[config.mk]
export PLATFORM = sky130hd
export DESIGN_NAME = pcm_serial_port
export DESIGN_NICKNAME = d
export VERILOG_FILES = /design/src/rtl/pcm_port_pkg.sv /design/src/rtl/pcm_clkgen.sv /design/src/rtl/pcm_stall_mon.sv /design/src/rtl/pcm_shifter.sv /design/src/rtl/pcm_serial_port.sv
export SDC_FILE = /design/constraint.sdc
export NUM_CORES = 1
export LEC_CHECK = 0
export ABC_CLOCK_PERIOD_IN_PS = 3200
export BUFFER_PORTS_ARGS = -buffer_cell sky130_fd_sc_hd__buf_2
export CORE_MARGIN = 10
export CORE_UTILIZATION = 58
export DETAILED_ROUTE_END_ITERATION = 8
export PLACE_DENSITY = 0.83
export SLEW_MARGIN = 20
export SYNTH_ARGS = -nofsm -noshare
export SYNTH_HDL_FRONTEND = slang
export SYNTH_SLANG_ARGS = --single-unit
[constraint.sdc]
create_clock -name clk -period 3.2 [get_ports clk]
set_input_delay 0.64 -clock clk [delete_from_list [all_inputs] [get_ports clk]]
set_output_delay 0.64 -clock clk [all_outputs]
set_load 0.1 [all_outputs]
[src/rtl/pcm_port_pkg.sv]
package pcm_port_pkg;
  typedef enum logic {
    SYNC_LONG  = 1'b0,
    SYNC_SHORT = 1'b1
  } sync_fmt_e;
endpackage

[src/rtl/pcm_clkgen.sv]
module pcm_clkgen #(
  parameter int CLKS_PER_FRAME = 256,
  parameter int DIV_COMP       = 32,
  parameter int DIV_LIN        = 16
) (
  input  logic clk,
  input  logic rst_n,
  input  logic en_i,
  input  logic fmt_lin_i,
  input  logic short_sync_i,
  output logic bclk_o,
  output logic sync_o
);
  localparam int SLOTS_COMP = CLKS_PER_FRAME / DIV_COMP;
  localparam int SLOTS_LIN  = CLKS_PER_FRAME / DIV_LIN;
  localparam int DW = $clog2(DIV_COMP > DIV_LIN ? DIV_COMP : DIV_LIN);
  localparam int SW = $clog2(SLOTS_COMP > SLOTS_LIN ? SLOTS_COMP : SLOTS_LIN);

  logic [DW-1:0] div_q, div_d, div_max, half;
  logic [SW-1:0] slot_q, slot_d, slot_max;
  logic          bclk_d, sync_d, wrap;

  assign div_max  = fmt_lin_i ? DW'(DIV_LIN - 1) : DW'(DIV_COMP - 1);
  assign half     = fmt_lin_i ? DW'(DIV_LIN / 2) : DW'(DIV_COMP / 2);
  assign slot_max = fmt_lin_i ? SW'(SLOTS_LIN - 1) : SW'(SLOTS_COMP - 1);
  assign wrap     = (div_q >= div_max);

  always_comb begin
    div_d  = '0;
    slot_d = '0;
    bclk_d = 1'b0;
    sync_d = 1'b0;
    if (en_i) begin
      div_d  = wrap ? '0 : div_q + 1'b1;
      slot_d = wrap ? ((slot_q >= slot_max) ? '0 : slot_q + 1'b1) : slot_q;
      bclk_d = (div_q < half);
      sync_d = short_sync_i ? (slot_q == slot_max) : (slot_q == '0);
    end
  end

  always_ff @(posedge clk or negedge rst_n) begin
    if (!rst_n) begin
      div_q  <= '0;
      slot_q <= '0;
      bclk_o <= 1'b0;
      sync_o <= 1'b0;
    end else begin
      div_q  <= div_d;
      slot_q <= slot_d;
      bclk_o <= bclk_d;
      sync_o <= sync_d;
    end
  end

  // generated sync only rises together with a bit clock rise
  assert_sync_on_bclk_rise_R3: assert property (@(posedge clk) disable iff (!rst_n)
    $rose(sync_o) |-> $rose(bclk_o));
endmodule

[src/rtl/pcm_stall_mon.sv]
module pcm_stall_mon #(
  parameter int LIMIT = 1024
) (
  input  logic clk,
  input  logic rst_n,
  input  logic sync_s_i,
  output logic pd_o
);
  localparam int CW = $clog2(LIMIT);

  logic [CW-1:0] cnt_q, cnt_d;
  logic          sync_q, pd_d, edge_seen, at_lim;

  assign edge_seen = sync_s_i ^ sync_q;
  assign at_lim    = (cnt_q == CW'(LIMIT - 1));

  always_comb begin
    cnt_d = cnt_q;
    pd_d  = pd_o;
    if (edge_seen) begin
      cnt_d = '0;
      pd_d  = 1'b0;
    end else if (at_lim) begin
      pd_d  = 1'b1;
    end else begin
      cnt_d = cnt_q + 1'b1;
    end
  end

  always_ff @(posedge clk or negedge rst_n) begin
    if (!rst_n) begin
      cnt_q  <= '0;
      sync_q <= 1'b0;
      pd_o   <= 1'b0;
    end else begin
      cnt_q  <= cnt_d;
      sync_q <= sync_s_i;
      pd_o   <= pd_d;
    end
  end

  // power-down is entered only in a cycle that follows a quiet sync line
  assert_pd_entry_quiet_R9: assert property (@(posedge clk) disable iff (!rst_n)
    $rose(pd_o) |-> ($past(sync_s_i) == $past(sync_q)));
  // power-down is left only after a sync edge
  assert_pd_exit_on_edge_R11: assert property (@(posedge clk) disable iff (!rst_n)
    $fell(pd_o) |-> ($past(sync_s_i) != $past(sync_q)));
endmodule

[src/rtl/pcm_shifter.sv]
module pcm_shifter #(
  parameter int WORD_W = 16,
  parameter int CODE_W = 8
) (
  input  logic              clk,
  input  logic              rst_n,
  input  logic              rise_i,
  input  logic              sync_s_i,
  input  logic              rx_bit_i,
  input  logic              short_sync_i,
  input  logic              fmt_lin_i,
  input  logic              pd_i,
  input  logic              pd_clear_i,
  input  logic [WORD_W-1:0] tx_word_i,
  output logic              tx_bit_o,
  output logic              tx_oe_o,
  output logic [WORD_W-1:0] rx_word_o,
  output logic              rx_valid_o
);
  import pcm_port_pkg::*;
  localparam int CNT_W = $clog2(WORD_W);

  logic              sync_last_q, sync_last_d, pend_q, pend_d;
  logic              active_q, active_d, w16_q, w16_d;
  logic              tx_bit_d, tx_oe_d, rx_valid_d;
  logic [CNT_W-1:0]  cnt_q, cnt_d;
  logic [WORD_W-1:0] sr_rx_q, sr_rx_d, sr_tx_q, sr_tx_d, rx_word_d;
  logic [WORD_W-1:0] aligned, shifted;
  logic              start, last;

  assign start   = (sync_fmt_e'(short_sync_i) == SYNC_SHORT) ? pend_q
                                                             : (sync_s_i & ~sync_last_q);
  assign last    = active_q && (cnt_q == (w16_q ? CNT_W'(WORD_W - 1) : CNT_W'(CODE_W - 1)));
  assign aligned = fmt_lin_i ? tx_word_i : (tx_word_i << (WORD_W - CODE_W));
  assign shifted = {sr_rx_q[WORD_W-2:0], rx_bit_i};

  always_comb begin
    sync_last_d = sync_last_q;
    pend_d      = pend_q;
    active_d    = active_q;
    w16_d       = w16_q;
    cnt_d       = cnt_q;
    sr_rx_d     = sr_rx_q;
    sr_tx_d     = sr_tx_q;
    tx_bit_d    = tx_bit_o;
    tx_oe_d     = tx_oe_o;
    rx_word_d   = rx_word_o;
    rx_valid_d  = 1'b0;
    if (pd_i) begin
      sync_last_d = sync_s_i;
      pend_d      = 1'b0;
      active_d    = 1'b0;
      tx_oe_d     = 1'b0;
      if (pd_clear_i) rx_word_d = '0;
    end else if (rise_i) begin
      sync_last_d = sync_s_i;
      pend_d      = short_sync_i & sync_s_i;
      if (active_q) begin
        sr_rx_d  = shifted;
        cnt_d    = cnt_q + 1'b1;
        tx_bit_d = sr_tx_q[WORD_W-1];
        sr_tx_d  = sr_tx_q << 1;
      end
      if (last) begin
        rx_word_d  = w16_q ? shifted : {{(WORD_W-CODE_W){1'b0}}, shifted[CODE_W-1:0]};
        rx_valid_d = 1'b1;
        active_d   = 1'b0;
        tx_oe_d    = 1'b0;
      end
      if (start) begin
        active_d = 1'b1;
        tx_oe_d  = 1'b1;
        cnt_d    = '0;
        w16_d    = fmt_lin_i;
        tx_bit_d = aligned[WORD_W-1];
        sr_tx_d  = aligned << 1;
      end
    end
  end

  always_ff @(posedge clk or negedge rst_n) begin
    if (!rst_n) begin
      sync_last_q <= 1'b0;
      pend_q      <= 1'b0;
      active_q    <= 1'b0;
      w16_q       <= 1'b0;
      cnt_q       <= '0;
      sr_rx_q     <= '0;
      sr_tx_q     <= '0;
      tx_bit_o    <= 1'b0;
      tx_oe_o     <= 1'b0;
      rx_word_o   <= '0;
      rx_valid_o  <= 1'b0;
    end else begin
      sync_last_q <= sync_last_d;
      pend_q      <= pend_d;
      active_q    <= active_d;
      w16_q       <= w16_d;
      cnt_q       <= cnt_d;
      sr_rx_q     <= sr_rx_d;
      sr_tx_q     <= sr_tx_d;
      tx_bit_o    <= tx_bit_d;
      tx_oe_o     <= tx_oe_d;
      rx_word_o   <= rx_word_d;
      rx_valid_o  <= rx_valid_d;
    end
  end

  // the data driver stays off through power-down
  assert_oe_off_in_pd_R9: assert property (@(posedge clk) disable iff (!rst_n)
    (pd_i && $past(pd_i)) |-> !tx_oe_o);
  // serial data only moves right after a bit clock rise
  assert_tx_moves_on_rise_R5: assert property (@(posedge clk) disable iff (!rst_n)
    !$past(rise_i) |-> $stable(tx_bit_o));
  // a completed sample is flagged for a single cycle
  assert_valid_single_R7: assert property (@(posedge clk) disable iff (!rst_n)
    rx_valid_o |=> !rx_valid_o);
endmodule

[src/rtl/pcm_serial_port.sv]
module pcm_serial_port #(
  parameter int CLKS_PER_FRAME = 256,
  parameter int DIV_COMP       = 32,
  parameter int DIV_LIN        = 16,
  parameter int STALL_FRAMES   = 4,
  parameter int WORD_W         = 16,
  parameter int CODE_W         = 8
) (
  input  logic              clk,
  input  logic              rst_n,
  input  logic              slave_mode_i,
  input  logic              fmt_pin_i,
  input  logic              fmt_bit_i,
  input  logic              short_sync_i,
  input  logic              pd_clear_i,
  input  logic              bclk_i,
  input  logic              sync_i,
  input  logic              rx_data_i,
  input  logic [WORD_W-1:0] tx_sample_i,
  output logic              bclk_o,
  output logic              sync_o,
  output logic              clk_oe_o,
  output logic              tx_data_o,
  output logic              tx_oe_o,
  output logic [WORD_W-1:0] rx_sample_o,
  output logic              rx_valid_o,
  output logic              power_down_o
);
  localparam int STALL_LIMIT = STALL_FRAMES * CLKS_PER_FRAME;
  localparam int NPIN        = 3;

  logic            rst_meta_q, rst_sync_n;
  logic            cfg_done_q, slave_q;
  logic [NPIN-1:0] pin_raw, pin_s1_q, pin_s2_q;
  logic            bclk_m, sync_m, bclk_s, sync_s, bclk_prev_q, rise;
  logic            fmt_lin, gen_en;

  // reset: asserted asynchronously, released on a clock edge
  always_ff @(posedge clk or negedge rst_n) begin
    if (!rst_n) begin
      rst_meta_q <= 1'b0;
      rst_sync_n <= 1'b0;
    end else begin
      rst_meta_q <= 1'b1;
      rst_sync_n <= rst_meta_q;
    end
  end

  // clock-select capture, once per reset
  always_ff @(posedge clk or negedge rst_sync_n) begin
    if (!rst_sync_n) begin
      cfg_done_q <= 1'b0;
      slave_q    <= 1'b0;
    end else if (!cfg_done_q) begin
      cfg_done_q <= 1'b1;
      slave_q    <= slave_mode_i;
    end
  end

  // two-stage synchronizers for the external pins
  assign pin_raw = {rx_data_i, sync_i, bclk_i};
  always_ff @(posedge clk or negedge rst_sync_n) begin
    if (!rst_sync_n) begin
      pin_s1_q    <= '0;
      pin_s2_q    <= '0;
      bclk_prev_q <= 1'b0;
    end else begin
      pin_s1_q    <= pin_raw;
      pin_s2_q    <= pin_s1_q;
      bclk_prev_q <= bclk_s;
    end
  end

  assign fmt_lin  = fmt_pin_i | fmt_bit_i;
  assign gen_en   = cfg_done_q & ~slave_q;
  assign clk_oe_o = gen_en;
  assign bclk_s   = slave_q ? pin_s2_q[0] : bclk_m;
  assign sync_s   = slave_q ? pin_s2_q[1] : sync_m;
  assign rise     = bclk_s & ~bclk_prev_q;
  assign bclk_o   = bclk_m;
  assign sync_o   = sync_m;

  pcm_clkgen #(
    .CLKS_PER_FRAME(CLKS_PER_FRAME), .DIV_COMP(DIV_COMP), .DIV_LIN(DIV_LIN)
  ) clkgen_i (
    .clk(clk), .rst_n(rst_sync_n), .en_i(gen_en), .fmt_lin_i(fmt_lin),
    .short_sync_i(short_sync_i), .bclk_o(bclk_m), .sync_o(sync_m)
  );

  pcm_stall_mon #(.LIMIT(STALL_LIMIT)) stall_i (
    .clk(clk), .rst_n(rst_sync_n), .sync_s_i(sync_s), .pd_o(power_down_o)
  );

  pcm_shifter #(.WORD_W(WORD_W), .CODE_W(CODE_W)) shifter_i (
    .clk(clk), .rst_n(rst_sync_n), .rise_i(rise), .sync_s_i(sync_s),
    .rx_bit_i(pin_s2_q[2]), .short_sync_i(short_sync_i), .fmt_lin_i(fmt_lin),
    .pd_i(power_down_o), .pd_clear_i(pd_clear_i), .tx_word_i(tx_sample_i),
    .tx_bit_o(tx_data_o), .tx_oe_o(tx_oe_o), .rx_word_o(rx_sample_o),
    .rx_valid_o(rx_valid_o)
  );

  // the captured clock mode holds until the next reset
  assert_mode_locked_R2: assert property (@(posedge clk) disable iff (!rst_sync_n)
    (cfg_done_q && $past(cfg_done_q)) |-> $stable(slave_q));
endmodule

==> tab_implementation.tex <==
\begin{tabular}{lr}
\hline
Metric & Value \\
\hline
\multicolumn{2}{l}{\textbf{Outcome}} \\
Outcome & completed \\
\multicolumn{2}{l}{\textbf{Timing}} \\
Unrepaired setup endpoints after global routing & false \\
Relative max-transition margin & 0.4677 \\
Post-Route Skew & 0.01500 ns \\
Final setup TNS & 0 ns \\
Final Critical Period & 2.198 ns \\
Final hold violation count & 0 \\
Final setup violation count & 0 \\
Hold Worst Slack & 0.04605 ns \\
Final clock period utilization by the worst path & 0.6870 \\
Pins Over Slew Limit & 0 \\
FMAX & 454.9 MHz \\
Worst Tran Pin Value & 0.7957 ns \\
\multicolumn{2}{l}{\textbf{CTS}} \\
Root cell of the clock tree & sky130\_fd\_sc\_hd\_\_clkbuf\_8 \\
CTS Buf Count & 9 \\
\# hold bufs at CTS & 0 \\
Clock insertion delay at the later pin of the skew report & 0.36 ns \\
Max Buffers Root-to-Sink & 2 \\
TritonCTS clock tree & built \\
Count of clock tree sinks & 90 \\
Clock input transition at the sequential cells of the worst setup and hold paths & 0.09 ns \\
Total number of H-tree levels & 3 \\
CTS-repair resized insts & 0 \\
Setup bufs post-CTS & 0 \\
\multicolumn{2}{l}{\textbf{Routing}} \\
Per-cell via count in the routed design & 5.560 \\
Total length of routed wires & 7.760 mm \\
Via count & 2758 \\
Number of DRC markers after the initial detailed-route iteration & 131 \\
Post-detailed-route wirelength per cell & 15.65 um \\
TritonRoute pass-1 iters & 4 \\
Number of antenna-violating nets in the routed design & 0 \\
Remaining DRCs & 0 \\
\multicolumn{2}{l}{\textbf{Power and ir drop}} \\
Clock network power share & 0.244 \\
Portion of total power attributed to combinational logic & 0.309 \\
Switching power of the nets & 1329 uW \\
Proportion of total power due to net switching & 0.3743 \\
Maximum vdd drop & 0.5824 mV \\
P\_int & 2221 uW \\
Sequential group share of total power & 0.447 \\
Power per Cell Area & 764.4 nW/um\^{}2 \\
Leakage power & 0.002253 uW \\
\multicolumn{2}{l}{\textbf{Synthesis}} \\
Biggest area contributors in the synthesized netlist & sky130\_fd\_sc\_hd\_\_dfrtp\_1 (55\%), sky130\_fd\_sc\_hd\_\_mux2\_2 (9.1\%), sky130\_fd\_sc\_hd\_\_mux2\_4 (3.3\%) \\
Biggest area consumer among synthesized cells & sky130\_fd\_sc\_hd\_\_dfrtp\_1 \\
Gate count after technology mapping & 343 \\
Post-Synthesis Mean Instance Area & 11.89 um\^{}2 \\
Synthesized cell area & 4079 um\^{}2 \\
Post-synthesis cell type count & 49 \\
Proportion of synthesized chip area in sequential cells & 0.5521 \\
Share of the synthesized area in the top cell type & 0.5521 \\
Synthesis warning total & 0 \\
Number of flip-flops and latches in the synthesized netlist & 90 \\
\multicolumn{2}{l}{\textbf{GRT}} \\
Number of antenna violations at the first check in global routing & 0 \\
Total routing resource utilization after global routing & 0.1434 \\
First-pass GRT wire length & 13.08 mm \\
Number of global-route vias before repair & 2741 \\
Total global routing overflow & 0 \\
Met3 global-route usage & 0.03965 \\
Global-route layer with the greatest usage & met2 \\
Global Route met2 Usage & 0.2297 \\
Global-route track usage on met1 & 0.1825 \\
Pin count of the biggest net entering global routing & 89 \\
\multicolumn{2}{l}{\textbf{Job}} \\
Max cap viols & 0 \\
\multicolumn{2}{l}{\textbf{Floorplanning}} \\
Starting density of the core & 0.5971 \\
Overall die area & 10790 um\^{}2 \\
Die Width & 103.9 um \\
Number of cell rows & 30 \\
Die extent in y & 103.9 um \\
Core Box Area & 6832 um\^{}2 \\
Number of I/O pins & 49 \\
\multicolumn{2}{l}{\textbf{Cells and area}} \\
Multi-input gate area & 1680 um\^{}2 \\
Area taken by flip-flops and latches & 2256 um\^{}2 \\
Number of antenna cells inserted & 0 \\
Signed area change from the synthesized netlist to the final layout & 13.86\% \\
Most frequent cells in the layout & sky130\_fd\_sc\_hd\_\_dfrtp\_1 (89), sky130\_fd\_sc\_hd\_\_buf\_2 (48), sky130\_fd\_sc\_hd\_\_mux2\_2 (33) \\
Net count, final & 428 \\
Fraction of final layout cells with drive strength greater than 1 & 0.3025 \\
Fill cells & 538 \\
Leading cell type in the layout, fill and taps excluded & sky130\_fd\_sc\_hd\_\_dfrtp\_1 \\
\multicolumn{2}{l}{\textbf{Critical path}} \\
CP Data Arrival Time & 2.45 ns \\
Critical Path Source Type & flop \\
Critical path data required time & 3.45 ns \\
Kind of critical path & reg -> reg \\
Category of the worst setup path capture point & flop \\
Largest fanout on the critical path & 15 \\
\multicolumn{2}{l}{\textbf{Placed design}} \\
HPWL Detailed & 5.482 mm \\
Count of input and output buffers & 48 \\
Final GP Congestion & 0.8186 \\
\multicolumn{2}{l}{\textbf{Min path}} \\
Kind of path behind the tightest hold check & in -> async \\
\hline
\end{tabular}
[synth_stat cells, drive strengths merged]
master,number
a22o,9
dfrtp,90
xnor2,4
nand2,19
a21oi,21
or2,2
or4,3
nor3,3
ha,7
a211oi,1
a311oi,2
nor2b,4
a221o,1
o211ai,1
a31oi,11
and4,2
o31ai,2
nor4b,1
o21a,1
or4b,1
o41ai,1
buf,7
nor2,15
nand4,5
or3b,1
clkbuf,6
conb,1
and2,3
xor2,4
and3,3
a21o,3
o21ai,11
o21bai,1
a22oi,1
inv,20
nand3,18
o22ai,1
mux2i,12
o31a,1
nand2b,2
mux2,42
[sequential cells by signal, summed over array words and instances, names as in the netlist, 3 cells and up]
| signal | cells |
|---|---|
| clkgen_i.div_q | 5 |
| shifter_i.sr_rx_q | 15 |
| clkgen_i.slot_q | 4 |
| stall_i.cnt_q | 10 |
| shifter_i.cnt_q | 4 |
| shifter_i.sr_tx_q | 15 |
| pin_s2_q | 3 |
| pin_s1_q | 3 |
| shifter_i.rx_word_o | 16 |
[power by group through the flow]
stage               clock network (uW)  registers, uW  logic, uW
finish                             867           1590       1100
global placement                     0           1600       1060
CTS                                884           1600       1090
global route                       929           1620       1180
floorplan                            0           1930        550
detailed placement                   0           1610       1090
[routing by layer]
metal | up-vias | part of all wire | routed length [um]
met5 | - | 0 | 0
met4 | 0 | 0.011 | 85
met3 | 7 | 0.051 | 398
met2 | 72 | 0.49 | 3785
met1 | 1345 | 0.45 | 3490
li1 | 1334 | - | -
[area by class of cell]
cell class | count | area share
inverters | 20 | 0.01616
clock inverters | 7 | 0.02128
flip-flops and latches | 90 | 0.4857
clock buffers | 9 | 0.02667
well taps | 96 | 0.02586
multi-input cells | 221 | 0.3618
repair buffers | 53 | 0.06250
[worst max-delay path, cell delays in order, from the launching register on]
cell and delay [ns]:
sky130_fd_sc_hd__dfrtp_1 0.46, sky130_fd_sc_hd__mux2i_2 0.50, sky130_fd_sc_hd__nor3_2 0.06, sky130_fd_sc_hd__buf_4 0.19
sky130_fd_sc_hd__nand2_1 0.47, sky130_fd_sc_hd__mux2_2 0.40
[worst paths after layout]
path,start,endpoint,slack (ns),cells past startpoint
max in group asynchronous,rst_sync_n,stall_i.cnt_q[1],2.23,1
min in group clk,pin_s1_q[0],pin_s2_q[0],0.36,0
setup / recovery,slave_q,shifter_i.sr_rx_q[3],1.00,5
hold reg to reg,rst_sync_n,shifter_i.sr_tx_q[1],0.34,0
setup reg to reg,slave_q,shifter_i.sr_rx_q[3],1.00,5
hold / removal,rst_n,rst_sync_n,0.05,1
[cells by family after synthesis]
kind of cell	synth area share
AND/OR/NAND/NOR	0.1077
other	0.0009194
XOR/XNOR	0.01718
AO/OA/AOI/OAI	0.1092
adder cells (fa/ha/maj)	0.02147
buffers and inverters	0.03681
flip-flops	0.5521
multiplexers	0.1546
[through the flow]
stage	cells	power [uW]	utilization	setup slack [ns]	area [um^2]
after floorplan	344	2484	-	0.5076	4083
after CTS	495	3574	0.6769	0.9781	4624
final	496	3550	0.6799	1.002	4644
after global routing	496	3730	0.6799	0.8411	4644
after global placement	479	2658	0.6443	0.8206	4402
after detailed placement	479	2708	0.6443	0.7624	4402
Power figures use the tool's default switching activity.
